### src/rtl/i2s_realign_pkg.sv
package i2s_realign_pkg;

    // Conversion direction carried by the strap pin.
    typedef enum logic {
        DIR_LJ_TO_I2S = 1'b0,
        DIR_I2S_TO_LJ = 1'b1
    } realign_dir_e;

    // Hops on the path that does not lag; the other path gets one more.
    localparam int unsigned SHORT_HOPS_DEFAULT = 1;

endpackage

### src/rtl/bclk_hop_stage.sv
module bclk_hop_stage (
    input  logic bclk,
    input  logic rst_n,
    input  logic d,
    output logic q
);

    // First half-hop: sample in the middle of the high-to-low phase.
    logic fall_q;

    always_ff @(negedge bclk or negedge rst_n) begin
        if (!rst_n) fall_q <= 1'b0;
        else        fall_q <= d;
    end

    // Second half-hop: republish on the following rising edge.
    always_ff @(posedge bclk or negedge rst_n) begin
        if (!rst_n) q <= 1'b0;
        else        q <= fall_q;
    end

    // Warm-up tracker used only by the check below.
    logic [1:0] warm_q;

    always_ff @(posedge bclk or negedge rst_n) begin
        if (!rst_n) warm_q <= 2'b00;
        else        warm_q <= {warm_q[0], 1'b1};
    end

    // the pair of flops amounts to exactly one rising-edge period.
    assert_one_period_hop_R3: assert property (
        @(posedge bclk) disable iff (!rst_n)
        warm_q[1] |-> (q == $past(d))
    );

endmodule

### src/rtl/hop_delay_line.sv
module hop_delay_line #(
    parameter int unsigned HOPS = 2
) (
    input  logic            bclk,
    input  logic            rst_n,
    input  logic            d,
    output logic [HOPS-1:0] taps
);

    logic [HOPS:0] chain;

    assign chain[0] = d;

    for (genvar h = 0; h < HOPS; h++) begin : g_hop
        bclk_hop_stage u_hop (
            .bclk  (bclk),
            .rst_n (rst_n),
            .d     (chain[h]),
            .q     (chain[h+1])
        );
    end

    // taps[k] is the input delayed by k+1 whole periods.
    assign taps = chain[HOPS:1];

endmodule

### src/rtl/i2s_lj_realigner.sv
module i2s_lj_realigner
    import i2s_realign_pkg::*;
#(
    parameter int unsigned SHORT_HOPS = SHORT_HOPS_DEFAULT
) (
    input  logic bclk,
    input  logic rst_n,
    input  logic dir_i2s_to_lj,
    input  logic lrck_i,
    input  logic sdata_i,
    output logic bclk_o,
    output logic lrck_o,
    output logic sdata_o
);

    localparam int unsigned LONG_HOPS = SHORT_HOPS + 1;
    localparam int unsigned SHORT_IX  = SHORT_HOPS - 1;
    localparam int unsigned LONG_IX   = LONG_HOPS - 1;

    realign_dir_e dir_e;
    assign dir_e = realign_dir_e'(dir_i2s_to_lj);

    logic [LONG_HOPS-1:0] lr_taps;
    logic [LONG_HOPS-1:0] sd_taps;

    hop_delay_line #(.HOPS(LONG_HOPS)) u_lr_line (
        .bclk  (bclk),
        .rst_n (rst_n),
        .d     (lrck_i),
        .taps  (lr_taps)
    );

    hop_delay_line #(.HOPS(LONG_HOPS)) u_sd_line (
        .bclk  (bclk),
        .rst_n (rst_n),
        .d     (sdata_i),
        .taps  (sd_taps)
    );

    // The lagging path takes the long tap; the other takes the short one.
    always_comb begin
        unique case (dir_e)
            DIR_I2S_TO_LJ: begin
                lrck_o  = lr_taps[LONG_IX];
                sdata_o = sd_taps[SHORT_IX];
            end
            DIR_LJ_TO_I2S: begin
                lrck_o  = lr_taps[SHORT_IX];
                sdata_o = sd_taps[LONG_IX];
            end
            default: begin
                lrck_o  = 1'b0;
                sdata_o = 1'b0;
            end
        endcase
    end

    assign bclk_o = bclk;

    // Warm-up tracker for the output-relation checks.
    logic [1:0] chk_warm_q;

    always_ff @(posedge bclk or negedge rst_n) begin
        if (!rst_n) chk_warm_q <= 2'b00;
        else        chk_warm_q <= {chk_warm_q[0], 1'b1};
    end

    // in I2S-to-LJ mode word-select trails the data path by one hop.
    assert_lj_lrck_extra_hop_R1: assert property (
        @(posedge bclk) disable iff (!rst_n)
        (chk_warm_q[1] && dir_i2s_to_lj) |-> (lrck_o == $past(lr_taps[SHORT_IX]))
    );

    // in LJ-to-I2S mode the data trails word-select by one hop.
    assert_i2s_data_extra_hop_R2: assert property (
        @(posedge bclk) disable iff (!rst_n)
        (chk_warm_q[1] && !dir_i2s_to_lj) |-> (sdata_o == $past(sd_taps[SHORT_IX]))
    );

    // outputs held low while reset is asserted.
    assert_reset_clears_R5: assert property (
        @(negedge bclk) !rst_n |-> (!lrck_o && !sdata_o)
    );

    // the strap does not move while the block runs.
    assert_strap_static_R8: assert property (
        @(posedge bclk) disable iff (!rst_n)
        $stable(dir_i2s_to_lj)
    );

endmodule

### config.mk
export PLATFORM = sky130hd
export DESIGN_NAME = i2s_lj_realigner
export DESIGN_NICKNAME = d
export VERILOG_FILES = /design/src/rtl/i2s_realign_pkg.sv /design/src/rtl/bclk_hop_stage.sv /design/src/rtl/hop_delay_line.sv /design/src/rtl/i2s_lj_realigner.sv
export SDC_FILE = /design/constraint.sdc
export NUM_CORES = 1
export LEC_CHECK = 0
export BUFFER_PORTS_ARGS = -buffer_cell sky130_fd_sc_hd__buf_2
export CAP_MARGIN = 20
export CELL_PAD_IN_SITES_DETAIL_PLACEMENT = 0
export CELL_PAD_IN_SITES_GLOBAL_PLACEMENT = 2
export CORE_AREA = 3 3 40 42
export DETAILED_ROUTE_END_ITERATION = 10
export DIE_AREA = 0 0 43 45
export GPL_ROUTABILITY_DRIVEN = 1
export HOLD_SLACK_MARGIN = 0.02
export PLACE_DENSITY_LB_ADDON = 0.3
export SLEW_MARGIN = 10
export SYNTH_ARGS = -nofsm -noshare
export SYNTH_HDL_FRONTEND = slang
export SYNTH_HIERARCHICAL = 1
export SYNTH_SLANG_ARGS = --single-unit
### constraint.sdc
create_clock -name bclk -period 0.8 [get_ports bclk]
set_input_delay 0 -clock bclk [delete_from_list [all_inputs] [get_ports bclk]]
set_output_delay 0 -clock bclk [all_outputs]
set_load 0.005 [all_outputs]
==> flow_metrics.py <==
metrics = {
    "timing": {
        "setup_ws_ps": -303,
        "fin_crit_sh_pct": 138,
        "setup_viol": 10,
        "fin_crit_ps": 1100,
        "fin_skew_ps": 21.1,
        "relSlewSlack_pct": 88.2,
        "tightest_slew_ps": 176,
        "drv_slew": 0,
        "max_freq_mhz": 906,
        "rsz0062_at_grt": "yes",
        "finalHoldViolCount": 0,
    },
    "setup_path": {
        "worst-endpoint-arrival_ps": 1100,
        "crit_start": "u_lr_line/g_hop[0].u_hop/q$_DFF_PN0_",
        "critPathBufInv": 1,
        "crit_chain": "mux2_2, buf_2",
        "cp-end-kind": "output pin",
        "rr_startpoint": "u_lr_line/g_hop[0].u_hop/q$_DFF_PN0_",
        "worstSetupStartpointType": "flip-flop",
        "crit_path_max_fanout": 2,
        "critical_path_required_ps": 800,
        "endpoint": "lrck_o",
        "reg2reg_to": "u_lr_line/g_hop[1].u_hop/fall_q$_DFF_NN0_",
        "cp_slowest_cell": "dfrtp_1",
        "crit_family": "flip-flops",
        "max_stage_delay_ps": 370,
        "reg2reg_slack_ps": -230,
        "path_depth": 2,
        "reg2reg_depth": 1,
        "critPathKind": "reg2out",
    },
    "floorplanning": {
        "rows": 13,
        "core_area_um2": 1280,
        "die_area_um2": 1940,
        "start_util_pct": 17.9,
        "die_h_um": 45,
        "io-pin-count": 8,
        "die_w_um": 43,
    },
    "power": {
        "irDropWorstVdd_uv": 1360,
        "powerDensity_nw_per_um2": 2810,
        "power.total_mw": 1.04,
        "power_leakage_nw": 0.180,
    },
    "min_path": {
        "hold_path.class": "in2async",
    },
    "logic_synthesis": {
        "yosysTopAreaCell": "dfrtn_1",
        "synth_edf_count": 0,
        "syn_nets": 16,
        "ys.warnings.count": 6,
        "netlist_instances": 11,
        "synth_common_cells": "4 x dfrtn_1, 4 x dfrtp_1, 2 x mux2_2",
        "synth_top_area_share_pct": 43.5,
        "ys_types": 4,
        "ys_async_sr_fraction_pct": 100,
        "ys_seq_area_share_pct": 87.0,
        "ys_seq_elements": 8,
        "syn-cell-area_um2": 230,
        "syn_area_per_cell_um2": 20.9,
        "ys.flop_type": "dfrtp_1",
        "yosys-top-cells-area": "dfrtn_1 43%, dfrtp_1 43%, mux2_2 9.8%",
    },
    "cells_and_area": {
        "num_antenna_cells": 0,
        "nets": 34,
        "syn2layout_area_growth_pct": 60.3,
        "final_cells": 42,
        "drive_gt1_share_pct": 59.3,
    },
    "global_routing": {
        "grt_start_max_net_pins": 9,
        "grt_busiest_layer": "met4",
        "overflow": 0,
        "grt_use_met2_pct": 5.09,
        "use_met1_pct": 3.02,
        "grt_pass1_wl_um": 579,
        "grt_pass1_vias": 166,
        "grt_util_all_layers_pct": 5.49,
        "antenna_found_initial": 0,
        "use_met3_pct": 7.57,
    },
    "place": {
        "dp.cells": 32,
        "dp_hpwl_um": 217,
        "place_ws_ps": -121,
        "io_buffers": 7,
        "gp_congestion": 0.670,
    },
    "routing": {
        "drtIter0Drc": 0,
        "via_per_inst": 3.43,
        "drtPass1Iterations": 1,
        "vias": 144,
        "ant_nets": 0,
        "routed_wl_um": 337,
        "wire_per_inst_um": 8.02,
        "remaining_drc_errors": 0,
    },
    "run_status": {
        "violations": "negative setup slack",
        "status": "complete, but fails checks",
    },
    "job": {
        "max_cap_violations": 0,
    },
    "cts": {
        "clock_latency_ps": 370,
        "clkSlewWorstSetupHoldPaths_ps": 50,
        "cts_tree": "yes",
    },
}
[power breakdown]
| group | internal (mW) | switching (mW) | leakage, nW |
|---|---|---|---|
| Combinational | 0.0380 | 0.0186 | 0.0552 |
| Sequential | 0.428 | 0.00594 | 0.0932 |
| Clock | 0.368 | 0.180 | 0.0315 |
| Total | 0.834 | 0.204 | 0.180 |
[cell families (layout without fill, tap and decap cells)]
logic type	Yosys count	count (layout)	synth area share (%)
DFF	8	8	87.0
muxes	2	2	9.78
buffers and inverters	1	17	3.26
[final cells by class]
| class | count | area, um2 |
|---|---|---|
| Fill cell | 135 | 916 |
| Sequential cell | 8 | 200 |
| Timing Repair Buffer | 10 | 73.8 |
| Clock buffer | 7 | 50.0 |
| Multi-Input combinational cell | 2 | 26.3 |
| Tap cell | 15 | 18.8 |
[per-layer routing]
layer  routed length (um)  vias to the layer above
li1                     -                       67
met1                  142                       64
met2                  121                       11
met3                   66                        2
met4                    6                        0
met5                    0                        -
[what timing repair did]
item / 4_1_cts / 5_1_grt
setup buffers: 0 / 1
endpoints found under the setup margin: 8 / 8
gates resized for setup: 2 / 0
endpoints found under the hold margin: 10 / 6
hold buffers: 1 / 2
[sequential cells by signal, summed over array words and instances, names as in the netlist]
signal and cells:
u_lr_line/g_hop.u_hop/fall_q 2, u_lr_line/g_hop.u_hop/q 2, u_sd_line/g_hop.u_hop/fall_q 2, u_sd_line/g_hop.u_hop/q 2
[worst min-delay path by stage]
| stage | slack, ps | cells past startpoint | startpoint | to |
|---|---|---|---|---|
| after CTS | 4 | 2 | rst_n | u_sd_line/g_hop[0].u_hop/q$_DFF_PN0_ |
| after floorplan | -300 | 0 | rst_n | u_lr_line/g_hop[0].u_hop/q$_DFF_PN0_ |
| after global placement | -150 | 1 | rst_n | u_sd_line/g_hop[1].u_hop/q$_DFF_PN0_ |
| after detailed placement | -150 | 1 | rst_n | u_sd_line/g_hop[0].u_hop/q$_DFF_PN0_ |
| after global routing | -10 | 2 | rst_n | u_sd_line/g_hop[0].u_hop/q$_DFF_PN0_ |
| final | 10 | 2 | rst_n | u_sd_line/g_hop[0].u_hop/q$_DFF_PN0_ |
[cells in the final DEF, fill, tap and decap left out, drive strengths merged]
| master | n |
|---|---|
| buf | 8 |
| clkbuf | 6 |
| dfrtn | 4 |
| dfrtp | 4 |
| dlygate4sd3 | 3 |
| mux2 | 2 |
[stage by stage]
step                hold WS (ps)  area, um2  utilization (%)  TNS, ps
floorplan                   -296        230                -     -298
global placement            -155        277             21.5     -347
detailed placement          -152        277             21.5     -363
CTS                         4.38        342             26.6    -1090
global route               -9.92        369             28.7    -1410
finish                      13.5        369             28.7    -1190
(Power assumes the default switching activity.)
